[src/rtl/rtc_pkg.sv]
package rtc_pkg;
    localparam logic [11:0] OFS_COUNT = 12'h000;
    localparam logic [11:0] OFS_MATCH = 12'h004;
    localparam logic [11:0] OFS_LOAD  = 12'h008;
    localparam logic [11:0] OFS_CTRL  = 12'h00C;
    localparam logic [11:0] OFS_MASK  = 12'h010;
    localparam logic [11:0] OFS_RAW   = 12'h014;
    localparam logic [11:0] OFS_MIS   = 12'h018;
    localparam logic [11:0] OFS_CLEAR = 12'h01C;
    localparam logic [6:0]  ID_PAGE   = 7'h7F;   // addr[11:5] of 0xFE0..0xFFC

    typedef enum logic {ALM_QUIET, ALM_RAISED} alm_state_e;

    function automatic logic [7:0] id_byte(input logic [2:0] idx);
        case (idx)
            3'd0:    return 8'h31;
            3'd1:    return 8'h10;
            3'd2:    return 8'h14;
            3'd3:    return 8'h00;
            3'd4:    return 8'h0D;
            3'd5:    return 8'hF0;
            3'd6:    return 8'h05;
            default: return 8'hB1;
        endcase
    endfunction
endpackage

[src/rtl/rtc_tick_gen.sv]
module rtc_tick_gen #(
    parameter int unsigned TICK_DIV = 125_000_000
) (
    input  logic clk,
    input  logic rst_n,
    input  logic restart,
    output logic tick
);
    localparam int unsigned DW = (TICK_DIV > 1) ? $clog2(TICK_DIV) : 1;
    localparam logic [DW-1:0] LAST = DW'(TICK_DIV - 1);

    logic [DW-1:0] div_q;

    assign tick = (div_q == LAST) && !restart;

    always_ff @(posedge clk or negedge rst_n) begin
        if (!rst_n)                div_q <= '0;
        else if (restart || tick)  div_q <= '0;
        else                       div_q <= div_q + 1'b1;
    end
endmodule

[src/rtl/rtc_sec_counter.sv]
module rtc_sec_counter #(
    parameter int unsigned CW = 32
) (
    input  logic          clk,
    input  logic          rst_n,
    input  logic          tick,
    input  logic          load_en,
    input  logic [CW-1:0] load_val,
    output logic [CW-1:0] count_nxt,
    output logic [CW-1:0] count_q
);
    always_comb begin
        if (load_en)   count_nxt = load_val;
        else if (tick) count_nxt = count_q + 1'b1;
        else           count_nxt = count_q;
    end

    always_ff @(posedge clk or negedge rst_n) begin
        if (!rst_n) count_q <= '0;
        else        count_q <= count_nxt;
    end
endmodule

[src/rtl/rtc_alarm_fsm.sv]
module rtc_alarm_fsm
    import rtc_pkg::*;
(
    input  logic clk,
    input  logic rst_n,
    input  logic hit,
    input  logic clear,
    output logic raw
);
    alm_state_e state_q, state_d;

    always_ff @(posedge clk or negedge rst_n) begin
        if (!rst_n) state_q <= ALM_QUIET;
        else        state_q <= state_d;
    end

    always_comb begin
        state_d = state_q;
        unique case (state_q)
            ALM_QUIET:  if (hit) state_d = ALM_RAISED;
            ALM_RAISED: if (clear && !hit) state_d = ALM_QUIET;
            default:    state_d = ALM_QUIET;
        endcase
    end

    assign raw = (state_q == ALM_RAISED);
endmodule

[src/rtl/rtc_alarm_unit.sv]
module rtc_alarm_unit
    import rtc_pkg::*;
#(
    parameter int unsigned TICK_DIV = 125_000_000,
    parameter int unsigned DATA_W   = 32
) (
    input  logic              clk,
    input  logic              rst_n,
    input  logic [11:0]       bus_addr,
    input  logic              bus_we,
    input  logic [DATA_W-1:0] bus_wdata,
    output logic [DATA_W-1:0] bus_rdata,
    output logic              alarm_irq
);
    logic              wr_load, wr_match, wr_mask, wr_clear;
    logic              tick;
    logic [DATA_W-1:0] count_q, count_nxt;
    logic [DATA_W-1:0] match_q, match_nxt, load_q;
    logic              mask_q, raw_q, hit;

    assign wr_load  = bus_we && (bus_addr == OFS_LOAD);
    assign wr_match = bus_we && (bus_addr == OFS_MATCH);
    assign wr_mask  = bus_we && (bus_addr == OFS_MASK);
    assign wr_clear = bus_we && (bus_addr == OFS_CLEAR);

    rtc_tick_gen #(.TICK_DIV(TICK_DIV)) u_tick (
        .clk(clk), .rst_n(rst_n), .restart(wr_load), .tick(tick)
    );

    rtc_sec_counter #(.CW(DATA_W)) u_cnt (
        .clk(clk), .rst_n(rst_n), .tick(tick), .load_en(wr_load),
        .load_val(bus_wdata), .count_nxt(count_nxt), .count_q(count_q)
    );

    assign match_nxt = wr_match ? bus_wdata : match_q;
    // Compare only at an event, so equality that persists fires once.
    assign hit = (tick || wr_load || wr_match) && (count_nxt == match_nxt);

    rtc_alarm_fsm u_fsm (
        .clk(clk), .rst_n(rst_n), .hit(hit), .clear(wr_clear), .raw(raw_q)
    );

    always_ff @(posedge clk or negedge rst_n) begin
        if (!rst_n) begin
            match_q <= '0;
            load_q  <= '0;
            mask_q  <= 1'b0;
        end else begin
            match_q <= match_nxt;
            if (wr_load) load_q <= bus_wdata;
            if (wr_mask) mask_q <= bus_wdata[0];
        end
    end

    assign alarm_irq = raw_q & mask_q;

    always_comb begin
        bus_rdata = '0;
        if (bus_addr[11:5] == ID_PAGE) begin
            bus_rdata[7:0] = id_byte(bus_addr[4:2]);
        end else begin
            case (bus_addr)
                OFS_COUNT: bus_rdata = count_q;
                OFS_MATCH: bus_rdata = match_q;
                OFS_LOAD:  bus_rdata = load_q;
                OFS_CTRL:  bus_rdata[0] = 1'b1;
                OFS_MASK:  bus_rdata[0] = mask_q;
                OFS_RAW:   bus_rdata[0] = raw_q;
                OFS_MIS:   bus_rdata[0] = raw_q & mask_q;
                default:   bus_rdata = '0;
            endcase
        end
    end
endmodule

[config.mk]
export PLATFORM = sky130hd
export DESIGN_NAME = rtc_alarm_unit
export DESIGN_NICKNAME = d
export VERILOG_FILES = /design/src/rtl/rtc_pkg.sv /design/src/rtl/rtc_tick_gen.sv /design/src/rtl/rtc_sec_counter.sv /design/src/rtl/rtc_alarm_fsm.sv /design/src/rtl/rtc_alarm_unit.sv
export SDC_FILE = /design/constraint.sdc
export NUM_CORES = 1
export LEC_CHECK = 0
export ABC_AREA = 1
export BUFFER_PORTS_ARGS = -buffer_cell sky130_fd_sc_hd__clkbuf_2
export CORE_MARGIN = 5
export CORE_UTILIZATION = 40
export CTS_CLUSTER_SIZE = 20
export DETAILED_ROUTE_END_ITERATION = 10
export PLACE_DENSITY = 0.58
export RECOVER_POWER = 25
export SLEW_MARGIN = 20
export SYNTH_ARGS = -nofsm -noshare
export SYNTH_HDL_FRONTEND = slang
export SYNTH_SLANG_ARGS = --single-unit
[constraint.sdc]
create_clock -name clk -period 2.38 [get_ports clk]
set_input_delay 0.476 -clock clk [delete_from_list [all_inputs] [get_ports clk]]
set_output_delay 0.476 -clock clk [all_outputs]
set_load 0.03 [all_outputs]
# Yosys cells after proc, flatten, opt, wreduce, memory -nomap -nowiden
# Cells that the tools add are included.
# classes
n_addsub,2
eq_ne,16
muxes,12
bitwise_logic,2
reduce_logical,13
# ops
cell,count
$mux 32,3
$pmux 31 s3,1
$pmux 8 s7,1
$eq 12x5->1 const B,4
$add 32x1->32 const B,1
$eq 32x32->1,1
$add 27x1->27 const B,1
$eq 27x27->1 const B,1
$mux 27,1
$eq 12x4->1 const B,2
$mux 24,1
$eq 12x3->1 const B,1
$logic_not 12->1,1
$eq 3x3->1 const B,3
$mux 8,1
$eq 7x7->1 const B,1
$logic_and 1x1->1,7
$pmux 1 s7,1
$eq 3x2->1 const B,2
$eq 3x1->1 const B,1
$logic_not 3->1,1
$logic_not 1->1,2
$logic_or 1x1->1,2
$mux 1,2
other kinds (3),3
# totals
reg_bits,125
in_bits,47
out_inout_bits,33

# Depth between registers and ports, before layout
# Gate-level depths: netlist (run 1).
# logic_depth
ltp_word,12
ltp_mapped,19
mapped_depth_nobuf,19

# Hierarchy
# Synthesis (run 1) repeated with hierarchy kept, for this count alone.
# unflattened
hier_cells,1189
area_unflattened_um2,7997.7
# modules_own_cells
module,n_inst,cells_per_inst,area_per_inst_um2,seq_area_each_um2
rtc_alarm_unit,1,639,4187.8,1626.6
rtc_sec_counter,1,310,2148.3,800.8
rtc_tick_gen,1,235,1621.6,675.6
rtc_alarm_fsm,1,5,40.0,25.0

# Worst setup path before layout (run 1)
# OpenSTA, ideal clock, no wires.
# synth_path
path_type,input-to-output
start,input port bus_addr[1]
end,output port bus_rdata[28]
arrival_ns,2.089
setup_slack_ns,-0.185
path_stages,8
n_path_buf,1
cell_sequence,nor2_2 inv_1 nor2_2 nand2_1 nor2_1 clkbuf_1 inv_1 o221ai_1
# synth_via
elab_chain_cells,3
# synth_rtl
item,line,rtl
from (decl),rtc_alarm_unit.sv:9,"input logic [11:0] bus_addr,"
"$eq 12x4->1, or another cell as far along",rtc_alarm_unit.sv:62,case (bus_addr)
$pmux 31 s3 *,rtc_alarm_unit.sv:62,
$mux 24 *,rtc_alarm_unit.sv:59,if (bus_addr[11:5] == ID_PAGE) begin
to (decl),rtc_alarm_unit.sv:12,"output logic [DATA_W-1:0] bus_rdata,"
# Every way passes the cells marked *; elsewhere a longest branch is shown, timed or not.

# Worst setup path in the final report (run 1)
# layout_path
start,register u_tick.div_q[0]
end,"register u_fsm.state_q, in the netlist u_fsm.raw"
# layout_via
elab_chain_cells,10
# layout_rtl
item,line,rtl
from (decl),rtc_tick_gen.sv:12,logic [DW-1:0] div_q;
from (signal assigned),rtc_tick_gen.sv:19,else div_q <= div_q + 1'b1;
$eq 27x27->1 *,rtc_tick_gen.sv:14,assign tick = (div_q == LAST) && !restart;
$logic_and 1x1->1 *,rtc_tick_gen.sv:14,
$mux 32,rtc_sec_counter.sv:14,else if (tick) count_nxt = count_q + 1'b1;
$mux 32,rtc_sec_counter.sv:13,if (load_en) count_nxt = load_val;
$eq 32x32->1,rtc_alarm_unit.sv:37,assign hit = (tick || wr_load || wr_match) && (count_nxt == match_nxt);
$logic_and 1x1->1 *,rtc_alarm_unit.sv:37,
$logic_not 1->1,rtc_alarm_fsm.sv:21,ALM_RAISED: if (clear && !hit) state_d = ALM_QUIET;
$logic_and 1x1->1,rtc_alarm_fsm.sv:21,
$mux 1,rtc_alarm_fsm.sv:21,
$pmux 1 s2 *,rtc_alarm_fsm.sv:19,unique case (state_q)
via u_fsm.state_d,rtc_alarm_fsm.sv:10,"alm_state_e state_q, state_d;"
to (signal assigned),rtc_alarm_fsm.sv:14,else state_q <= state_d;
to (decl),rtc_alarm_fsm.sv:10,
# Mark *: on every way through the listed nets, which the timed path passes. The rest lies on a longest branch.
# A chain may end at the register's enable or synchronous reset.

==> results of run 1 <==
## worst min-delay path, cell delays in order
cell      delay [ps]
clkbuf_2         100
nand2_1           60
o21ai_2           70
## registers in the layout, summed over array words and instances, names as in the netlist
signal / count
load_q: 32
mask_q: 1
match_q: 32
u_cnt.count_q: 32
u_fsm.raw: 1
u_tick.div_q: 27
## routing by layer
| layer | GRT usage, % | vias to the layer above | wire length (um) |
|---|---|---|---|
| li1 | - | 4314 | - |
| met1 | 34.12 | 3979 | 12990 |
| met2 | 34.87 | 233 | 11780 |
| met3 | 3.421 | 44 | 1493 |
| met4 | 6.918 | 0 | 545 |
| met5 | 0 | - | 0 |
## power breakdown
group / switching [mW] / internal (mW)
registers: 0.0549 / 2.18
clock network: 0.996 / 1.75
logic: 0.230 / 0.145
## final cells by class
cell class / instances / area (um2)
Multi-Input combinational cell: 852 / 4395
Clock inverter: 10 / 136.4
Timing Repair Buffer: 235 / 1846
Tap cell: 265 / 331.6
Clock buffer: 22 / 484.2
Sequential cell: 125 / 3128
Inverter: 203 / 768.2
Fill cell: 1908 / 8564
## worst paths after layout
| kind | startpoint | end | slack, ps | cells after the start |
|---|---|---|---|---|
| min in group asynchronous | rst_n | load_q[15]$_DFFE_PN0P_ | 630 | 1 |
| setup reg to reg | u_tick.div_q[0]$_DFF_PN0_ | u_fsm.raw$_DFF_PN0_ | -20 | 18 |
| hold reg to reg | load_q[1]$_DFFE_PN0P_ | load_q[1]$_DFFE_PN0P_ | 490 | 1 |
| setup / recovery | u_tick.div_q[0]$_DFF_PN0_ | u_fsm.raw$_DFF_PN0_ | -20 | 18 |
| hold / removal | bus_wdata[13] | match_q[13]$_DFF_PN0_ | 320 | 3 |
| max in group asynchronous | rst_n | load_q[5]$_DFFE_PN0P_ | 560 | 1 |
## synthesized netlist by cell type, types with 13 or more instances
library cell  count  area share (%)
nor3_1           13            0.81
dfrtp_1         125              39
o21ai_0          50             3.1
o221ai_1         24             2.6
o21ai_1          20             1.2
inv_1           189             8.8
nand2_1         381              18
clkbuf_1         13            0.61
inv_2            13            0.61
a21oi_1          29             1.8
nand3_1         119             7.4
nor2_1          119             5.6
## timing repair
item,in CTS,in global routing
buffers inserted,8,18
hold endpoints to repair,0,0
setup endpoints to repair,34,37
gates resized for setup,41,137
pin swaps,17,45
gates cloned,1,2
## through the flow
step	TNS (ps)	hold slack [ps]
after CTS	-125.6	12.52
final	-21.49	320.3
after global placement	-3080	467.0
after detailed placement	-3441	464.7
after floorplan	-617.8	180.4
after global routing	-1851	333.9
## logic make-up (layout without fill, tap and decap cells)
logic type,Yosys count,in the layout,synth area share [%]
AND/OR/NAND/NOR,690,691,37.15
buffers and inverters,230,470,11.39
AO/OA/AOI/OAI,156,156,11.91
flip-flops,125,125,38.91
XOR/XNOR,3,3,0.3269
adder cells (fa/ha/maj),2,2,0.3112
==> run metrics, run 1 <==
global-route wire length before repair=41280 um; cells after synthesis=1206; CP Data Arrival Time=2770 ps; layout cells sized above 1=28.54%; CTS tree=done; vias in the first global route=7956; final core utilization=56.42%; # DRC=0; Buf/Inv on CP=3; post-synthesis sequential area ratio=38.91%; area added between synthesis and finish=37.95%; CP Capture Type=flop; Max-slew headroom=-36.40%; placed cells=1651; num ports=80; CTS Sinks=125; Worst-path clk slew=60 ps; ANT nets after route=0; P_leak=5.678 nW; max-cap viol count=1; Die ar.=0.02303 mm2; grt ovf=0; Synth Flop Type=dfrtp_1; clk buf depth=2; async set or reset register ratio after synthesis=100.0%; Post-CTS Hold Fix Bufs=0; commonest non-fill, non-tap cells in the layout=356 x nand2_1, 184 x inv_1, 148 x buf_4; initial antenna violation count=0; clock skew=12.00 ps; CP dominant cell by count=nand3_1; number of synthesized flops with an enable pin=0; CP Data Required Time=2750 ps; PnR worst setup slack=-21.49 ps; via/cell ratio=5.006; Post-Syn Nets=1255; Yosys reg bits=125; max-slew violations=31; Non-Filler Instances=1712; Cell Area, Placed=0.009719 mm2; fin nets=1483; Overall Global Routing Usage=23.04%; Antenna Cells=0; Die Height=151.8 um; Fmax achieved=416.4 MHz; CTS H-tree lvls=4; Yosys cell types=42; GPL Wtd Cong=0.9208; DR vias=8570; port bufs=79; 1st-pass router iterations=5; Syn. warnings=0; violated checks=capacitance limit, slew limit, setup timing; mapped cell area=0.008039 mm2; WS Path Type=flop to flop; Pwr Density=483.6 mW/mm2; RSZ-0062 raised after global routing=yes; total CTS buffers=17; Max FO, Critical Path=6; worst-margin pin slew=2046 ps; Period minus WS final=2401 ps; die width=151.8 um; Post-Route WL=26810 um; Fin. Hold Viols=0; largest net degree at the start of global routing=57; Final Power=5.363 mW; VDD IR-drop max=0.5058 mV; DR iter-0 viols=680; worst skew pair latency=430 ps; post-place setup slack=-251.4 ps; delay-heaviest family, CP=simple AND/OR/NAND/NOR gates; post-DP HPWL=19850 um; Startpoint Class=flop; critical-path cell list=ha_4, nand3_4, nor2_4, buf_4, nand3_1, nor2_2, buf_6, buf_4, nand3_1, nand3_2, nand3_1, nand2_2, nand3_1, nor2_2, nand2_1, nor2_1, nand3_1, nand2_1; WL/cell=15.66 um; # setup viols final=1; Root Driver=clkbuf_16; Crit-path slowest cell=dfrtp_1; Rows=51; status=complete, but fails checks; hold crit path type=input port to flop; most common cell after layout, fill and taps aside=nand2_1; Starting Density=40.90%; CP max stage delay=390 ps; core area=0.01965 mm2; fin crit share=100.9%; Mean Syn Cell Area=6.666 um2; fin area=0.01109 mm2
Note: power is estimated with default switching activity, not from simulation.
==> run 2, diff against run 1 <==
- CELL_PAD_IN_SITES_DETAIL_PLACEMENT: unset -> 1
- CELL_PAD_IN_SITES_GLOBAL_PLACEMENT: unset -> 1
- CORE_UTILIZATION: 40 -> 39
- PLACE_DENSITY: 0.58 -> 0.76
- SLEW_MARGIN: 20 -> 40
==> run 2 against run 1 <==
Effect of this change:
- the run still ends with capacitance limit, slew limit, setup timing left
- sequential power barely moved
- core utilization is 2.2 points lower
- cell count rose by 0.82%
- critical path type unchanged
==> run metrics, run 2 (same netlist as run 1, synthesis figures left out) <==
Die Height=153.6 um; Overall Global Routing Usage=25.91%; Worst-path clk slew=60 ps; VDD IR-drop max=0.4820 mV; Comb pwr share=7.1%; via/cell ratio=5.290; DR iter-0 viols=535; # setup viols final=1; max-slew violations=23; CP Data Arrival Time=2760 ps; largest net degree at the start of global routing=61; Die ar.=0.02358 mm2; # DRC=0; clk buf depth=2; Pint=3.795 mW; hold crit path type=input port to flop; ANT nets after route=0; Startpoint Class=flop; CTS H-tree lvls=4; Root Driver=clkbuf_16; total CTS buffers=17; status=complete, but fails checks; placed cells=1665; Antenna Cells=0; max-cap viol count=1; fin nets=1492; Final Power=5.178 mW; worst-margin pin slew=1527 ps; P_leak=5.649 nW; CTS tree=done; part of the power in registers=43.5%; CTS Sinks=125; fin crit share=103.3%; core area=0.02023 mm2; Non-Filler Instances=1726; global-route wire length before repair=49180 um; Largest regs=load_q: 32 flops, match_q: 32 flops, u_cnt.count_q: 32 flops; Max FO, Critical Path=6; Starting Density=39.73%; violated checks=capacitance limit, slew limit, setup timing; Rows=52; Fmax achieved=406.9 MHz; worst skew pair latency=440 ps; clock skew=10.45 ps; 1st-pass router iterations=5; port bufs=79; Fin. Hold Viols=0; Cell Area, Placed=0.009756 mm2; fin area=0.01097 mm2; DR vias=9130; GPL Wtd Cong=0.8887; die width=153.6 um; initial antenna violation count=0; most common cell after layout, fill and taps aside=nand2_1; grt ovf=0; Max-slew headroom=-1.813%; vias in the first global route=9459; clock power share=49.4%; num ports=80; WS Path Type=flop to flop; Net Switching=1.383 mW; post-DP HPWL=23170 um; WL/cell=18.53 um; area added between synthesis and finish=36.48%; Sw Ratio=26.70%; commonest non-fill, non-tap cells in the layout=364 x nand2_1, 184 x inv_1, 155 x buf_4; Pwr Density=471.9 mW/mm2; RSZ-0062 raised after global routing=yes; CP Data Required Time=2680 ps; Post-Route WL=31990 um; layout cells sized above 1=27.82%; setup TNS=-77.74 ps; CP Capture Type=flop; Period minus WS final=2458 ps; PnR worst setup slack=-77.74 ps
-- run 2: changes by cell type in the layout (fill, tap and decap cells not counted), moves of 4 or more --
cell,before,now
buf_12,11,7
buf_4,148,155
nand3_1,96,103
nand3_2,25,20
clkbuf_2,47,56
clkbuf_4,8,4
nand2_2,34,26
nand2_1,356,364
-- run 2: stage by stage --
step,hold WS [ps],utilization [%],setup slack [ps]
final,307.4,54.22,-77.74
after global routing,312.6,54.22,-226.7
after CTS,312.8,51.63,-55.25
after detailed placement,423.2,48.21,-214.2
after global placement,420.5,48.21,-111.9
after floorplan,180.4,-,-61.78
-- run 2: worst paths after layout --
kind                                      startpoint                    endpoint  slack, ps  depth (start not counted)
setup / recovery           u_tick.div_q[0]$_DFF_PN0_         u_fsm.raw$_DFF_PN0_        -80                         19
hold / removal                         bus_wdata[11]       match_q[11]$_DFF_PN0_        310                          3
setup reg to reg           u_tick.div_q[0]$_DFF_PN0_         u_fsm.raw$_DFF_PN0_        -80                         19
hold reg to reg                load_q[0]$_DFFE_PN0P_       load_q[0]$_DFFE_PN0P_        500                          1
max in group asynchronous                      rst_n  u_cnt.count_q[4]$_DFF_PN0_        280                          3
min in group asynchronous                      rst_n      load_q[14]$_DFFE_PN0P_        940                          2
-- run 2: power by group through the flow --
stage / clock [mW] / sequential [mW] / combinational, mW
finish: 2.56 / 2.25 / 0.369
global route: 2.68 / 2.26 / 0.415
CTS: 2.56 / 2.24 / 0.341
detailed placement: 0 / 2.28 / 0.333
global placement: 0 / 2.28 / 0.322
floorplan: 0 / 2.27 / 0.149
-- run 2: critical path, cell delays in order, from the launching register on --
cell,delay (ps)
dfrtp_1,400
ha_4,170
nand3_4,90
nor2_4,190
nand3_2,100
nor2_4,180
buf_8,140
buf_12,110
nand3b_1,160
buf_4,180
inv_2,40
nand2_2,40
nand3_2,90
nand3_2,70
nand2_2,80
nor2_4,50
nand2_2,80
nor2_1,40
nand3_1,60
nand2_1,50
-- run 2: routing by layer --
metal | global-route usage (%) | vias to the layer above | routed length [um]
met5 | 0 | - | 0
met4 | 6.897 | 0 | 599
met3 | 4.384 | 54 | 1484
met2 | 43.35 | 247 | 15740
met1 | 34.96 | 4524 | 14160
li1 | - | 4305 | -
-- run 2: timing repair --
| item | in CTS | in global routing |
|---|---|---|
| endpoints found under the hold margin | 21 | 0 |
| pin swaps | 2 | 45 |
| gates cloned | 0 | 1 |
| gates resized for setup | 26 | 115 |
| setup buffers | 3 | 24 |
| setup endpoints to repair | 34 | 38 |
| hold buffers | 1 | 0 |
-- run 2: layout make-up --
cell class                 instances  area (um2)
clock buffer                      21       450.4
clock inverter                    11       111.4
fill                            2645        9263
inverter                         203       765.7
multi-input combinational        851        4317
sequential                       125        3131
tap                              270       337.8
timing repair buffer             245        1859
